--- config.mk ---
export PLATFORM = sky130hd
export DESIGN_NAME = oldest_issue_sel
export DESIGN_NICKNAME = d
export VERILOG_FILES = /design/src/rtl/sel_pkg.sv /design/src/rtl/sel_age_scan.sv /design/src/rtl/sel_slot_pack.sv /design/src/rtl/oldest_issue_sel.sv
export SDC_FILE = /design/constraint.sdc
export NUM_CORES = 1
export LEC_CHECK = 0
export ABC_CLOCK_PERIOD_IN_PS = 800
export BUFFER_PORTS_ARGS = -buffer_cell sky130_fd_sc_hd__buf_2
export CAP_MARGIN = 20
export CORE_UTILIZATION = 50
export CTS_BUF_LIST = sky130_fd_sc_hd__clkbuf_8
export DETAILED_ROUTE_END_ITERATION = 8
export PLACE_DENSITY = 0.75
export SYNTH_ARGS = -nofsm -noshare
export SYNTH_HDL_FRONTEND = slang
export SYNTH_HIERARCHICAL = 1
export SYNTH_SLANG_ARGS = --single-unit
export TNS_END_PERCENT = 30
--- constraint.sdc ---
create_clock -name clk -period 0.8 [get_ports clk]
set_input_delay 0.12 -clock clk [delete_from_list [all_inputs] [get_ports clk]]
set_output_delay 0.12 -clock clk [all_outputs]
set_load 0.01 [all_outputs]
--- src/rtl/sel_pkg.sv ---
package sel_pkg;
  localparam int CLS_W = 2;
  typedef enum logic [CLS_W-1:0] {
    CLS_ALU = 2'd0,
    CLS_MEM = 2'd1,
    CLS_BR  = 2'd2,
    CLS_RSV = 2'd3
  } cls_e;
endpackage

--- src/rtl/sel_age_scan.sv ---
// Greedy age-ordered scan: entry 0 is oldest; running counters ripple down.
module sel_age_scan
  import sel_pkg::*;
#(
  parameter int NUM_ENT = 8,
  parameter int ISSUE_W = 3,
  parameter int N_ALU   = 2,
  parameter int N_MEM   = 1,
  parameter int N_BR    = 1,
  localparam int N_UNIT = N_ALU + N_MEM + N_BR,
  localparam int UNIT_W = (N_UNIT > 1) ? $clog2(N_UNIT) : 1,
  localparam int RANK_W = (ISSUE_W > 1) ? $clog2(ISSUE_W) : 1
) (
  input  logic [NUM_ENT-1:0]        elig_i,
  input  logic [NUM_ENT*CLS_W-1:0]  cls_i,
  output logic [NUM_ENT-1:0]        grant_o,
  output logic [NUM_ENT*UNIT_W-1:0] unit_o,
  output logic [NUM_ENT*RANK_W-1:0] rank_o
);
  localparam int CW = $clog2(NUM_ENT + N_UNIT + 1);
  localparam logic [CW-1:0] L_SLOT  = CW'(ISSUE_W);
  localparam logic [CW-1:0] L_ALU   = CW'(N_ALU);
  localparam logic [CW-1:0] L_MEM   = CW'(N_MEM);
  localparam logic [CW-1:0] L_BR    = CW'(N_BR);
  localparam logic [CW-1:0] B_MEM   = CW'(N_ALU);
  localparam logic [CW-1:0] B_BR    = CW'(N_ALU + N_MEM);

  logic [CW-1:0] n_slot [NUM_ENT+1];
  logic [CW-1:0] n_alu  [NUM_ENT+1];
  logic [CW-1:0] n_mem  [NUM_ENT+1];
  logic [CW-1:0] n_br   [NUM_ENT+1];

  assign n_slot[0] = '0;
  assign n_alu[0]  = '0;
  assign n_mem[0]  = '0;
  assign n_br[0]   = '0;

  for (genvar i = 0; i < NUM_ENT; i++) begin : g_ent
    logic [CLS_W-1:0] cls;
    logic is_alu, is_mem, is_br, cls_room, gnt;
    logic [CW-1:0] ufull;

    assign cls    = cls_i[i*CLS_W +: CLS_W];
    assign is_alu = (cls == CLS_ALU);
    assign is_mem = (cls == CLS_MEM);
    assign is_br  = (cls == CLS_BR);

    always_comb begin
      cls_room = 1'b0;
      ufull    = '0;
      if (is_alu) begin
        cls_room = (n_alu[i] < L_ALU);
        ufull    = n_alu[i];
      end else if (is_mem) begin
        cls_room = (n_mem[i] < L_MEM);
        ufull    = B_MEM + n_mem[i];
      end else if (is_br) begin
        cls_room = (n_br[i] < L_BR);
        ufull    = B_BR + n_br[i];
      end
    end

    assign gnt = elig_i[i] & cls_room & (n_slot[i] < L_SLOT);

    assign n_slot[i+1] = n_slot[i] + {{(CW-1){1'b0}}, gnt};
    assign n_alu[i+1]  = n_alu[i]  + {{(CW-1){1'b0}}, gnt & is_alu};
    assign n_mem[i+1]  = n_mem[i]  + {{(CW-1){1'b0}}, gnt & is_mem};
    assign n_br[i+1]   = n_br[i]   + {{(CW-1){1'b0}}, gnt & is_br};

    assign grant_o[i]                  = gnt;
    assign unit_o[i*UNIT_W +: UNIT_W]  = ufull[UNIT_W-1:0];
    assign rank_o[i*RANK_W +: RANK_W]  = n_slot[i][RANK_W-1:0];
  end
endmodule

--- src/rtl/sel_slot_pack.sv ---
// Gathers granted entries into issue slots, oldest grant in slot 0.
module sel_slot_pack #(
  parameter int NUM_ENT = 8,
  parameter int ISSUE_W = 3,
  parameter int UNIT_W  = 2,
  parameter int RANK_W  = 2,
  localparam int IDX_W  = $clog2(NUM_ENT)
) (
  input  logic [NUM_ENT-1:0]        grant_i,
  input  logic [NUM_ENT*UNIT_W-1:0] unit_i,
  input  logic [NUM_ENT*RANK_W-1:0] rank_i,
  output logic [ISSUE_W-1:0]        slot_vld_o,
  output logic [ISSUE_W*IDX_W-1:0]  slot_idx_o,
  output logic [ISSUE_W*UNIT_W-1:0] slot_unit_o
);
  for (genvar s = 0; s < ISSUE_W; s++) begin : g_slot
    logic             vld;
    logic [IDX_W-1:0]  idx;
    logic [UNIT_W-1:0] unit;

    always_comb begin
      vld  = 1'b0;
      idx  = '0;
      unit = '0;
      for (int i = 0; i < NUM_ENT; i++) begin
        if (grant_i[i] && (rank_i[i*RANK_W +: RANK_W] == RANK_W'(s))) begin
          vld  = 1'b1;
          idx  = idx  | IDX_W'(i);
          unit = unit | unit_i[i*UNIT_W +: UNIT_W];
        end
      end
    end

    assign slot_vld_o[s]                  = vld;
    assign slot_idx_o[s*IDX_W +: IDX_W]   = idx;
    assign slot_unit_o[s*UNIT_W +: UNIT_W] = unit;
  end
endmodule

--- src/rtl/oldest_issue_sel.sv ---
module oldest_issue_sel
  import sel_pkg::*;
#(
  parameter int NUM_ENT = 8,
  parameter int ISSUE_W = 3,
  parameter int N_ALU   = 2,
  parameter int N_MEM   = 1,
  parameter int N_BR    = 1,
  localparam int N_UNIT = N_ALU + N_MEM + N_BR,
  localparam int UNIT_W = (N_UNIT > 1) ? $clog2(N_UNIT) : 1,
  localparam int RANK_W = (ISSUE_W > 1) ? $clog2(ISSUE_W) : 1,
  localparam int IDX_W  = $clog2(NUM_ENT)
) (
  input  logic                      clk,
  input  logic                      rst_n,
  input  logic [NUM_ENT-1:0]        ent_valid,
  input  logic [NUM_ENT-1:0]        ent_ready,
  input  logic [NUM_ENT*CLS_W-1:0]  ent_class,
  output logic [NUM_ENT-1:0]        grant_q,
  output logic [ISSUE_W-1:0]        slot_vld_q,
  output logic [ISSUE_W*IDX_W-1:0]  slot_idx_q,
  output logic [ISSUE_W*UNIT_W-1:0] slot_unit_q
);
  logic [NUM_ENT-1:0]        elig;
  logic [NUM_ENT-1:0]        grant_d;
  logic [NUM_ENT*UNIT_W-1:0] unit_d;
  logic [NUM_ENT*RANK_W-1:0] rank_d;
  logic [ISSUE_W-1:0]        slot_vld_d;
  logic [ISSUE_W*IDX_W-1:0]  slot_idx_d;
  logic [ISSUE_W*UNIT_W-1:0] slot_unit_d;

  assign elig = ent_valid & ent_ready;

  sel_age_scan #(
    .NUM_ENT(NUM_ENT), .ISSUE_W(ISSUE_W),
    .N_ALU(N_ALU), .N_MEM(N_MEM), .N_BR(N_BR)
  ) u_scan (
    .elig_i (elig),
    .cls_i  (ent_class),
    .grant_o(grant_d),
    .unit_o (unit_d),
    .rank_o (rank_d)
  );

  sel_slot_pack #(
    .NUM_ENT(NUM_ENT), .ISSUE_W(ISSUE_W),
    .UNIT_W(UNIT_W), .RANK_W(RANK_W)
  ) u_pack (
    .grant_i    (grant_d),
    .unit_i     (unit_d),
    .rank_i     (rank_d),
    .slot_vld_o (slot_vld_d),
    .slot_idx_o (slot_idx_d),
    .slot_unit_o(slot_unit_d)
  );

  always_ff @(posedge clk or negedge rst_n) begin
    if (!rst_n) begin
      grant_q     <= '0;
      slot_vld_q  <= '0;
      slot_idx_q  <= '0;
      slot_unit_q <= '0;
    end else begin
      grant_q     <= grant_d;
      slot_vld_q  <= slot_vld_d;
      slot_idx_q  <= slot_idx_d;
      slot_unit_q <= slot_unit_d;
    end
  end
endmodule

Word-level counts from Yosys, hierarchy flattened
Cells that the tools add are included.
Cells by class
  $add $sub $neg: 38
  $lt $le $gt $ge: 28
  equal/unequal tests: 28
  muxes and demuxes: 110
  bitwise gates (word level): 55
  reductions and logical operators: 35
Operators by type and width (number)
  2-bit 2-to-1 mux: 51
  4-bit by 1-bit adder with 4-bit output: 17
  4-bit by 1-bit < comparator with 1-bit output (second input constant): 12
  4-bit by 2-bit < comparator with 1-bit output (second input constant): 12
  1-bit 2-to-1 mux: 47
  1-bit bitwise AND: 36
  3-bit 2-to-1 mux: 12
  2-bit bitwise OR: 18
  2-bit logical NOT: 15
  2-bit by 1-bit equality test with 1-bit output (second input constant): 14
  2-bit equality test (second input constant): 14
  2-bit adder (first input constant): 12
  1-bit logical AND: 20
  2-bit by 1-bit adder with 3-bit output: 3
  1-bit by 1-bit adder with 2-bit output: 4
  8-bit bitwise AND: 1
  2-bit by 1-bit adder with 2-bit output (first input constant): 2
  1-bit by 2-bit < comparator with 1-bit output (second input constant): 2
  1-bit < comparator (second input constant): 2
Storage, ports and cells
  flip-flop bits (word level): 26
  input bits: 34
  output and inout bits: 26
  logic and storage cells: 298

Logic depth before layout (Yosys ltp)
Gate-level depths: netlist (run 1).
  depth in word-level cells: 62
  gate-level depth with buffers: 52
  mapped depth without buffers: 50

By module
Netlist (run 1), hierarchy kept.
By module, submodules not included
  sel_age_scan: instances 1, cells an instance 302, area each 2250.9 um2, sequential area each 0.0 um2
  oldest_issue_sel: instances 1, cells an instance 34, area each 700.7 um2, sequential area each 650.6 um2
  sel_slot_pack: instances 1, cells an instance 98, area each 689.4 um2, sequential area each 0.0 um2

Worst setup path after synthesis (run 1)
Ideal clock, no wire load.
  path type: input-to-reg
  start: input port ent_class[0]
  end: register slot_vld_q[0]
  setup time: 115 ps
  arrival: 8588 ps
  required time: 685 ps
  slack: -7902 ps
  stages on the path: 46
  buffers on the path: 2
  cell sequence: ha_1 -> nor2b_1 -> nand2_1 -> inv_1 -> a21oi_1 -> o21a_1 -> ha_1 -> a21o_1 -> nor2_1 -> nand2_1 -> fa_1 -> inv_1 -> o32ai_1 -> nand3_1 -> nor3b_1 -> ha_1 -> inv_1 -> fa_1 -> (+10 left out) -> nor3b_2 -> ha_1 -> and2_1 -> xnor3_4 -> o22ai_1 -> nand2_1 -> nor4_1 -> ha_1 -> nand2_1 -> xnor3_4 -> a32oi_1 -> o31ai_1 -> o211a_1 -> buf_4 -> nor3b_1 -> a21oi_1 -> nand4_1 -> buf_4
Between the ends
  elaborated cells between the ends (all ways): 137
  those cells by class: add/sub: 24; order compare: 28; eq/ne: 2; mux: 32; bitwise: 36; reduce/logical: 15
RTL lines
  start, declared: RTL line oldest_issue_sel.sv:18  | input logic [NUM_ENT*CLS_W-1:0] ent_class,
  2-bit equality test: RTL line sel_age_scan.sv:46  | assign is_br = (cls == CLS_BR);
  1-bit 2-to-1 mux: RTL line sel_age_scan.sv:57  | end else if (is_br) begin
  1-bit 2-to-1 mux: RTL line sel_age_scan.sv:54  | end else if (is_mem) begin
  1-bit 2-to-1 mux *: RTL line sel_age_scan.sv:51  | if (is_alu) begin
  1-bit bitwise AND *: RTL line sel_age_scan.sv:63  | assign gnt = elig_i[i] & cls_room & (n_slot[i] < L_SLOT);
  named net u_scan.g_ent[0].gnt: RTL line sel_age_scan.sv:40  | logic is_alu, is_mem, is_br, cls_room, gnt;
  1-bit bitwise AND: RTL line sel_age_scan.sv:68  | assign n_br[i+1] = n_br[i] + {{(CW-1){1'b0}}, gnt & is_br};
  1-bit < comparator: RTL line sel_age_scan.sv:58  | cls_room = (n_br[i] < L_BR);
  (+5 left out)
  named net u_scan.g_ent[1].gnt: RTL line sel_age_scan.sv:40
  (+1 left out)
  named net rank_d[4]: RTL line oldest_issue_sel.sv:27  | logic [NUM_ENT*RANK_W-1:0] rank_d;
  (+38 left out)
  1-bit 2-to-1 mux: RTL line sel_age_scan.sv:54
  1-bit 2-to-1 mux: RTL line sel_age_scan.sv:51
  1-bit bitwise AND: RTL line sel_age_scan.sv:63
  1-bit bitwise AND *: RTL line sel_age_scan.sv:63
  named net u_scan.g_ent[7].gnt: RTL line sel_age_scan.sv:40
  1-bit logical AND *: RTL line sel_slot_pack.sv:26  | if (grant_i[i] && (rank_i[i*RANK_W +: RANK_W] == RANK_W'(s))) begin
  1-bit 2-to-1 mux *: RTL line sel_slot_pack.sv:26
  named net u_pack.g_slot[0].vld: RTL line sel_slot_pack.sv:17  | logic vld;
  end signal, assigned: RTL line oldest_issue_sel.sv:65  | slot_vld_q <= slot_vld_d;
  end, declared: RTL line oldest_issue_sel.sv:20  | output logic [ISSUE_W-1:0] slot_vld_q,
Mark *: on every way through the listed nets, which the timed path passes. The rest lies on a longest branch.

Worst setup path after layout (run 1)
  start: input port ent_valid[1]
  end: register slot_idx_q[7]
Between the ends
  elaborated cells between the ends (all ways): 113
  those cells by class: add/sub: 24; order compare: 24; eq/ne: 4; mux: 24; bitwise: 33; reduce/logical: 4
RTL lines
  start, declared: RTL line oldest_issue_sel.sv:16  | input logic [NUM_ENT-1:0] ent_valid,
  8-bit bitwise AND *: RTL line oldest_issue_sel.sv:32  | assign elig = ent_valid & ent_ready;
  named net elig[1]: RTL line oldest_issue_sel.sv:24  | logic [NUM_ENT-1:0] elig;
  1-bit bitwise AND * (2 in a row): RTL line sel_age_scan.sv:63
  1-bit bitwise AND: RTL line sel_age_scan.sv:68
  1-bit by 1-bit adder with 2-bit output: RTL line sel_age_scan.sv:68
  4-bit by 1-bit < comparator with 1-bit output: RTL line sel_age_scan.sv:58
  1-bit 2-to-1 mux: RTL line sel_age_scan.sv:57
  1-bit 2-to-1 mux: RTL line sel_age_scan.sv:54
  (+19 left out)
  named net grant_d[4]: RTL line oldest_issue_sel.sv:25  | logic [NUM_ENT-1:0] grant_d;
  (+1 left out)
  named net rank_d[11]: RTL line oldest_issue_sel.sv:27
  (+2 left out)
  named net grant_d[5]: RTL line oldest_issue_sel.sv:25
  (+12 left out)
  1-bit 2-to-1 mux: RTL line sel_age_scan.sv:54
  1-bit 2-to-1 mux: RTL line sel_age_scan.sv:51
  1-bit bitwise AND: RTL line sel_age_scan.sv:63
  1-bit bitwise AND *: RTL line sel_age_scan.sv:63
  named net grant_d[7]: RTL line oldest_issue_sel.sv:25
  1-bit logical AND *: RTL line sel_slot_pack.sv:26
  3-bit 2-to-1 mux *: RTL line sel_slot_pack.sv:26
  named net slot_idx_d[7]: RTL line oldest_issue_sel.sv:29  | logic [ISSUE_W*IDX_W-1:0] slot_idx_d;
  end signal, assigned: RTL line oldest_issue_sel.sv:66  | slot_idx_q <= slot_idx_d;
  end, declared: RTL line oldest_issue_sel.sv:21  | output logic [ISSUE_W*IDX_W-1:0] slot_idx_q,
Marked as above.

==> results.py, run 1 <==
metrics = {
    "outcome": {
        "status": "finished with violations",
        "violations": "setup timing",
    },
    "floorplan": {
        "die_w_um": 87.3,
        "die_area_sq_um": 7630,
        "core_area_sq_um": 6910,
        "fp-row-count": 30,
        "initial_core_util_pct": 52.7,
        "io_pins": 60,
        "die_h_um": 87.3,
    },
    "route": {
        "drtAntennaViolNets": 0,
        "viasPerCell": 6.34,
        "drt_wl_total_mm": 16.7,
        "drt-initial-drc-count": 534,
        "drc_errors": 0,
        "routedWlPerCell_um": 21.7,
        "route.vias.total": 4889,
        "drt_pre_antenna_iters": 5,
    },
    "yosys": {
        "async_flop_share_pct": 100,
        "synth_ff_type": "dfrtp_1",
        "ys_types": 55,
        "synth_area_sq_um": 3640,
        "yosys_warnings": 6,
        "synthCells": 434,
        "synth_edf_count": 0,
        "synth-seq-cells": 26,
        "avgSynthCellArea_sq_um": 8.39,
        "ys_seq_area_share_pct": 17.9,
    },
    "placed_design": {
        "detailed_place_hpwl_mm": 9.26,
        "place_area_sq_um": 5080,
        "dp.cells": 711,
        "post-place-ws_ns": -8.21,
        "gp_congestion": 0.909,
        "portBuffers": 59,
    },
    "power_and_ir_drop": {
        "power.static_leakage_nw": 3.18,
        "peakVddDrop_v": 0.000628,
        "power.density_nw_per_um2": 1020,
    },
    "setup_path": {
        "path_delay_family": "simple AND/OR/NAND/NOR gates",
        "cp.arrival_ns": 9.20,
        "crit_path_start_kind": "input pin",
        "end_kind": "flop",
        "cp_slowest_cell": "fa_1",
        "slowest_delay_ns": 0.57,
        "crit_fanout": 8,
        "cp.depth": 50,
        "worstSetupPathType": "in2reg",
        "timing.critical_path.buf_inv": 11,
        "worstPathRequired_ns": 1.01,
    },
    "global_routing": {
        "grt_overflow": 0,
        "grt_usage_pct": 35.4,
        "antenna_found_initial": 0,
        "grt_pass1_wl_mm": 20.9,
        "grt_max_degree": 27,
        "grt_pass1_vias": 4477,
    },
    "sta": {
        "finalHoldViolCount": 0,
        "worstMarginPinSlew_ns": 0.862,
        "fmax_ghz": 0.111,
        "rsz0062_at_grt": "true",
        "setup_viol": 51,
        "post-route-period-util_pct": 1120,
        "slew_violations": 0,
        "slew_headroom_pct": 41.9,
        "fin_setup_tns_ns": -175.73,
        "setup_ws_ns": -8.19,
        "finalCriticalPeriod_ns": 8.99,
    },
    "cells_and_area": {
        "final_common_cell": "buf_4",
        "utilization_pct": 87.9,
        "drive_gt1_share_pct": 53.6,
        "fin_cells": 771,
        "finish.instance_area_sq_um": 6070,
        "syn_to_final_growth_pct": 66.7,
        "fin_nets": 767,
        "final_cell_mix": "185 x buf_4, 50 x buf_2, 35 x inv_1",
    },
    "clocking": {
        "cts_made_buffers": 3,
        "clk_pin_slew_ns": 0.09,
        "cts_max_level": 1,
        "clockBufferDepth": 2,
        "cts.sinks": 26,
        "cts_tree": "done",
        "root_buffer": "clkbuf_8",
    },
    "flow_run": {
        "maxCapViolCount": 0,
    },
    "hold_path": {
        "hold_path_class": "in2async",
    },
}
[worst max-delay path by stage]
stage	slack [ns]	start	endpoint
6_report	-8.19	ent_valid[1]	slot_idx_q[7]
5_1_grt	-8.47	ent_valid[0]	slot_idx_q[7]
4_1_cts	-7.52	ent_valid[0]	slot_idx_q[0]
2_1_floorplan	-7.52	ent_valid[0]	slot_vld_q[0]
3_3_place_gp	-7.89	ent_class[0]	slot_idx_q[0]
3_5_place_dp	-8.21	ent_class[0]	slot_idx_q[0]
[final cells by class]
| type | instances | area, sq um |
|---|---|---|
| timing repair buffer | 254 | 1860 |
| inverter | 47 | 184 |
| clock buffer | 3 | 41.3 |
| antenna | 1 | 2.50 |
| tap | 96 | 120 |
| sequential | 26 | 651 |
| clock inverter | 1 | 30.0 |
| fill | 355 | 837 |
| multi-input combinational | 343 | 3190 |
[metal layers]
metal  global-route usage, %  vias up  part of all wire, %
li1                        -     2035                    -
met1                    40.6     2250                   34
met2                    64.5      437                   48
met3                    2.75      167                  9.9
met4                    19.7        0                  8.1
met5                       0        -                    0
[registers in the layout, summed over array words and instances (netlist names)]
name / flops
slot_idx_q: 9
grant_q: 8
slot_unit_q: 6
slot_vld_q: 3
[power breakdown]
group / switching (W) / leakage (nW) / internal [W]
Combinational: 0.00191 / 2.80 / 0.00167
Clock: 0.000394 / 0.0357 / 0.000669
Sequential: 0.0000588 / 0.344 / 0.00151
Total: 0.00237 / 3.18 / 0.00385
[synthesized netlist by cell type (6+ instances only)]
cell | count | share of area (%)
a21oi_1 | 18 | 2.5
a31oi_1 | 8 | 1.4
a32oi_1 | 11 | 2.6
and2_1 | 14 | 2.4
and4b_1 | 9 | 2.5
buf_4 | 16 | 3.3
dfrtp_1 | 26 | 18
fa_1 | 7 | 3.8
ha_1 | 51 | 18
inv_1 | 47 | 4.8
mux2i_1 | 6 | 1.6
nand2_1 | 32 | 3.3
nand3_1 | 8 | 1.1
nand3b_1 | 16 | 3.3
nand4_1 | 12 | 2.1
nor2_1 | 24 | 2.5
nor2b_1 | 10 | 1.7
nor3_1 | 7 | 0.96
nor3b_1 | 10 | 2.1
o21ai_0 | 12 | 1.6
o22ai_1 | 9 | 1.5
xnor2_1 | 10 | 2.4
xor2_1 | 6 | 1.4
[what timing repair did]
action,in CTS,in global routing
setup buffers,38,18
hold buffers,1,0
setup endpoints to repair,51,77
pin swaps,32,14
hold endpoints to repair,26,0
resized for setup,71,46
[cell families (layout without fill, tap and decap cells)]
logic type               after synthesis  count (layout)  share of synthesized area (%)
AND/OR/NAND/NOR                      175             175                           29.6
AO/OA/AOI/OAI                         81              81                           14.6
buffers and inverters                 67             305                           8.56
adder cells (fa/ha/maj)               58              58                           21.4
flip-flops                            26              26                           17.9
XOR/XNOR                              19              19                           5.94
multiplexers                           7               7                           1.96
other                                  1               4                          0.103
[per-stage QoR]
step | power [W] | hold WS (ns)
3_3_place_gp | 0.00417 | 0.116
3_5_place_dp | 0.00424 | 0.126
6_report | 0.00622 | 0.334
2_1_floorplan | 0.00306 | -0.176
4_1_cts | 0.00557 | 0.347
5_1_grt | 0.00647 | 0.350
(Power assumes the default switching activity.)
==> run 2, diff against run 1 <==
--- a/config.mk
+++ b/config.mk
@@ -8,10 +8,9 @@
 export ABC_CLOCK_PERIOD_IN_PS = 800
 export BUFFER_PORTS_ARGS = -buffer_cell sky130_fd_sc_hd__buf_2
 export CAP_MARGIN = 20
-export CORE_UTILIZATION = 50
+export CORE_UTILIZATION = 30
 export CTS_BUF_LIST = sky130_fd_sc_hd__clkbuf_8
 export DETAILED_ROUTE_END_ITERATION = 8
-export PLACE_DENSITY = 0.75
 export SYNTH_ARGS = -nofsm -noshare
 export SYNTH_HDL_FRONTEND = slang
 export SYNTH_HIERARCHICAL = 1
==> results.py, run 2 (synthesis gave the netlist of run 1 again) <==
metrics = {
    "sta": {
        "setup_viol": 51,
        "rsz0062_at_grt": "true",
        "finalCriticalPeriod_ns": 8.43,
        "setup_ws_ns": -7.63,
        "slew_violations": 0,
        "fmax_ghz": 0.119,
        "worstMarginPinSlew_ns": 0.601,
        "slew_headroom_pct": 59.9,
        "post-route-period-util_pct": 1050,
        "holdWs_ns": -0.171,
        "finalHoldViolCount": 26,
    },
    "setup_path": {
        "cp.arrival_ns": 8.57,
        "crit_path_start_kind": "input pin",
        "cp_slowest_cell": "fa_2",
        "timing.critical_path.buf_inv": 4,
        "worst_path_most_repeated_cell": "ha_2",
        "path_delay_family": "simple AND/OR/NAND/NOR gates",
        "worstSetupPathType": "in2reg",
        "worstPathRequired_ns": 0.94,
        "slowest_delay_ns": 0.53,
        "end_kind": "flop",
        "crit_fanout": 5,
    },
    "floorplan": {
        "die_area_sq_um": 12600,
        "die_w_um": 112,
        "die_h_um": 112,
        "io_pins": 60,
        "core_area_sq_um": 11600,
        "fp-row-count": 39,
        "initial_core_util_pct": 31.4,
    },
    "route": {
        "drc_errors": 6,
        "route.vias.total": 4180,
        "drt_pre_antenna_iters": 9,
        "drt_wl_total_mm": 12.5,
        "viasPerCell": 5.18,
        "drtAntennaViolNets": 0,
        "drt-initial-drc-count": 186,
        "routedWlPerCell_um": 15.5,
    },
    "global_routing": {
        "grt_pass1_wl_mm": 20.0,
        "grt_usage_pct": 19.6,
        "grt_max_degree": 27,
        "antenna_found_initial": 0,
        "grt_overflow": 0,
        "grt_pass1_vias": 4177,
    },
    "placed_design": {
        "portBuffers": 59,
        "post-place-ws_ns": -8.21,
        "detailed_place_hpwl_mm": 9.75,
        "place_area_sq_um": 5150,
        "gp_congestion": 0.945,
    },
    "cells_and_area": {
        "top_register": "slot_idx_q",
        "final_common_cell": "buf_4",
        "finish.instance_area_sq_um": 5970,
        "final_cell_mix": "175 x buf_4, 54 x buf_2, 34 x inv_1",
        "num_antenna_cells": 0,
        "largest_reg_flops": 9,
        "fin_nets": 757,
        "syn_to_final_growth_pct": 63.9,
        "reg_top3": "slot_idx_q (9), grant_q (8), slot_unit_q (6)",
        "drive_gt1_share_pct": 52.3,
    },
    "clocking": {
        "cts_max_level": 1,
        "clockBufferDepth": 2,
        "root_buffer": "clkbuf_8",
        "cts_tree": "done",
        "cts.sinks": 26,
        "clk_pin_slew_ns": 0.09,
        "cts_made_buffers": 3,
    },
    "flow_run": {
        "maxCapViolCount": 0,
    },
    "power_and_ir_drop": {
        "peakVddDrop_v": 0.000900,
        "power.static_leakage_nw": 3.15,
        "power.density_nw_per_um2": 983,
    },
    "outcome": {
        "status": "finished with violations",
        "violations": "DRC, hold timing, setup timing",
    },
    "hold_path": {
        "hold_path_class": "in2async",
    },
}
[run 2: what timing repair did]
item                                   CTS  global route
setup endpoints to repair               51            51
gates resized for setup                 64            39
setup buffers                           37             6
cloned                                   1             0
pin swaps                               28            23
endpoints found under the hold margin   26            26
[run 2: layer usage]
metal | GRT usage (%) | share of wire (%) | up-vias
li1 | - | - | 2014
met1 | 25.0 | 44 | 1997
met2 | 36.1 | 49 | 151
met3 | 1.03 | 4.3 | 18
met4 | 5.16 | 2.0 | 0
met5 | 0 | 0 | -
[run 2: area by class of cell]
| cell class | instances | area (sq um) |
|---|---|---|
| clock buffers | 3 | 41.3 |
| clock inverters | 1 | 30.0 |
| fillers | 1080 | 5650 |
| inverters | 47 | 181 |
| multi-input cells | 344 | 3140 |
| flip-flops and latches | 26 | 651 |
| well taps | 143 | 179 |
| repair buffers | 243 | 1750 |
[run 2: where the power goes]
part           internal (W)  switching [W]  total [W]
sequential          0.00151      0.0000435    0.00156
clock              0.000669       0.000405    0.00107
combinational       0.00156        0.00168    0.00324
total               0.00374        0.00213    0.00587
[run 2: stage by stage]
step	hold slack [ns]	util [%]	cells	power [W]	TNS (ns)
floorplan	-0.176	-	436	0.00306	-156.40
global placement	0.124	44.3	759	0.00423	-167.31
detailed placement	0.147	44.3	759	0.00429	-172.98
CTS	-0.147	49.5	801	0.00562	-160.39
global route	-0.124	51.4	807	0.00623	-172.49
finish	-0.171	51.4	807	0.00587	-161.91
[run 2: path summary, 6_finish.rpt]
| check | endpoint | from | cells after the start |
|---|---|---|---|
| setup / recovery | slot_idx_q[0] | ent_class[1] | 45 |
| hold / removal | grant_q[1] | rst_n | 1 |
| max in group asynchronous | slot_idx_q[1] | rst_n | 1 |
| min in group clk | grant_q[0] | ent_class[1] | 4 |
==> run 3, diff against run 2 <==
==> constraint.sdc (replaced) <==
create_clock -name clk -period 0.8 [get_ports clk]
set_input_delay 0.16 -clock clk [delete_from_list [all_inputs] [get_ports clk]]
set_output_delay 0.16 -clock clk [all_outputs]
set_load 0.01 [all_outputs]
==> results.py, run 3 (synthesis gave the netlist of run 1 again) <==
metrics = {
    "outcome": {
        "status": "finished with violations",
        "violations": "DRC, setup timing",
    },
    "global_routing": {
        "grt_pass1_vias": 4296,
        "grt_usage_pct": 20.0,
        "antenna_found_initial": 0,
        "grt_overflow": 0,
        "grt_max_degree": 27,
        "grt_pass1_wl_mm": 20.3,
    },
    "cells_and_area": {
        "drive_gt1_share_pct": 51.3,
        "num_antenna_cells": 0,
        "final_cell_mix": "191 x buf_4, 54 x buf_2, 38 x inv_1",
        "reg_top3": "slot_idx_q (9), grant_q (8), slot_unit_q (6)",
        "top_register": "slot_idx_q",
        "syn_to_final_growth_pct": 64.6,
        "utilization_pct": 51.6,
        "final_common_cell": "buf_4",
        "largest_reg_flops": 9,
        "fin_nets": 773,
        "nFillCells": 1090,
    },
    "route": {
        "drt_wl_total_mm": 12.7,
        "route.vias.total": 4150,
        "drt-initial-drc-count": 157,
        "viasPerCell": 5.05,
        "drc_errors": 6,
        "routedWlPerCell_um": 15.5,
        "drtAntennaViolNets": 0,
        "drt_pre_antenna_iters": 8,
    },
    "sta": {
        "slew_headroom_pct": 63.1,
        "setup_ws_ns": -7.92,
        "post-route-period-util_pct": 1090,
        "finalHoldViolCount": 0,
        "setup_viol": 51,
        "fmax_ghz": 0.115,
        "worstMarginPinSlew_ns": 0.552,
        "finalCriticalPeriod_ns": 8.72,
        "rsz0062_at_grt": "true",
        "slew_violations": 0,
    },
    "setup_path": {
        "slowest_delay_ns": 0.52,
        "cp.arrival_ns": 8.86,
        "worstPathRequired_ns": 0.94,
        "crit_path_start_kind": "input pin",
        "end_kind": "flop",
        "worstSetupPathType": "in2reg",
        "cp_slowest_cell": "fa_1",
        "crit_fanout": 4,
        "worst_path_most_repeated_cell": "buf_4",
    },
    "floorplan": {
        "initial_core_util_pct": 31.4,
        "die_w_um": 112,
        "core_area_sq_um": 11600,
        "die_area_sq_um": 12600,
        "io_pins": 60,
        "fp-row-count": 39,
        "die_h_um": 112,
    },
    "hold_path": {
        "hold_path_end": "grant_q[0]",
        "worstHoldPathCells": 4,
        "min-delay-start": "ent_class[0]",
        "hold_path_class": "in2reg",
    },
    "power_and_ir_drop": {
        "p_sw_share_pct": 37.5,
        "design_power_total_w": 0.00549,
        "comb_power_share_pct": 59.0,
        "p_clk_share_pct": 12.6,
        "seqPwrFrac_pct": 28.4,
        "peakVddDrop_v": 0.000530,
        "power.static_leakage_nw": 3.18,
        "power.density_nw_per_um2": 916,
        "p_sw_w": 0.00206,
        "p_int_w": 0.00343,
    },
    "clocking": {
        "root_buffer": "clkbuf_8",
        "cts_made_buffers": 3,
        "clockBufferDepth": 2,
        "cts_tree": "done",
        "cts_max_level": 1,
        "cts.sinks": 26,
        "clk_pin_slew_ns": 0.08,
    },
    "placed_design": {
        "detailed_place_hpwl_mm": 9.66,
        "portBuffers": 59,
        "gp_congestion": 0.942,
    },
    "flow_run": {
        "maxCapViolCount": 0,
    },
}
run 3: layout make-up:
cell class | count | area (sq um) | share of cell area (%)
Sequential cell | 26 | 651 | 10.9
Tap cell | 143 | 179 | 2.99
Inverter | 47 | 181 | 3.03
Clock buffer | 3 | 41.3 | 0.689
Timing Repair Buffer | 259 | 1870 | 31.2
Multi-Input combinational cell | 344 | 3070 | 51.3
run 3: power groups by stage:
stage | logic [W] | registers (W) | clock network, W
6_report | 0.00324 | 0.00156 | 0.000692
5_1_grt | 0.00351 | 0.00158 | 0.000774
4_1_cts | 0.00302 | 0.00156 | 0.000713
3_5_place_dp | 0.00270 | 0.00158 | 0
3_3_place_gp | 0.00265 | 0.00159 | 0
2_1_floorplan | 0.00135 | 0.00171 | 0
run 3: layer usage:
| layer | track usage, % | wire length (um) |
|---|---|---|
| met1 | 24.4 | 5680 |
| met2 | 37.5 | 6380 |
| met5 | 0 | 0 |
| met4 | 5.69 | 276 |
| met3 | 1.51 | 412 |
run 3: per-stage QoR:
step | instances | worst slack [ns] | hold WS (ns) | instance area [sq um] | setup TNS, ns
floorplan | 436 | -7.56 | -0.136 | 3750 | -157.40
global placement | 760 | -8.01 | 0.154 | 5160 | -168.42
detailed placement | 760 | -8.25 | 0.169 | 5160 | -174.28
CTS | 814 | -7.73 | 0.401 | 5770 | -164.79
global route | 822 | -8.41 | 0.408 | 5990 | -180.88
finish | 822 | -7.92 | 0.400 | 5990 | -170.30
run 3: worst max path at each step:
| stage | startpoint | endpoint | cells past startpoint |
|---|---|---|---|
| 2_1_floorplan | ent_valid[0] | slot_vld_q[0] | 46 |
| 3_3_place_gp | ent_class[0] | slot_unit_q[5] | 48 |
| 3_5_place_dp | ent_class[0] | slot_idx_q[0] | 48 |
| 4_1_cts | ent_class[1] | slot_idx_q[0] | 45 |
| 5_1_grt | ent_ready[0] | slot_vld_q[1] | 48 |
| 6_report | ent_valid[1] | slot_unit_q[5] | 50 |
run 3: critical path: cells and delay by family:
kind | cells | cell delay [ns]
buffers and inverters | 19 | 2.17
adder cells (fa/ha/maj) | 7 | 1.98
AO/OA/AOI/OAI | 8 | 1.30
XOR/XNOR | 2 | 0.63
AND/OR/NAND/NOR | 14 | 2.61
run 3: repair_timing:
action                     in CTS  in global routing
setup buffers                  49                  8
gates cloned                    1                  0
pin swaps                      50                 46
hold buffers                    1                  0
setup endpoints to repair      51                 51
hold endpoints to repair       26                  0
gates resized for setup        47                 37
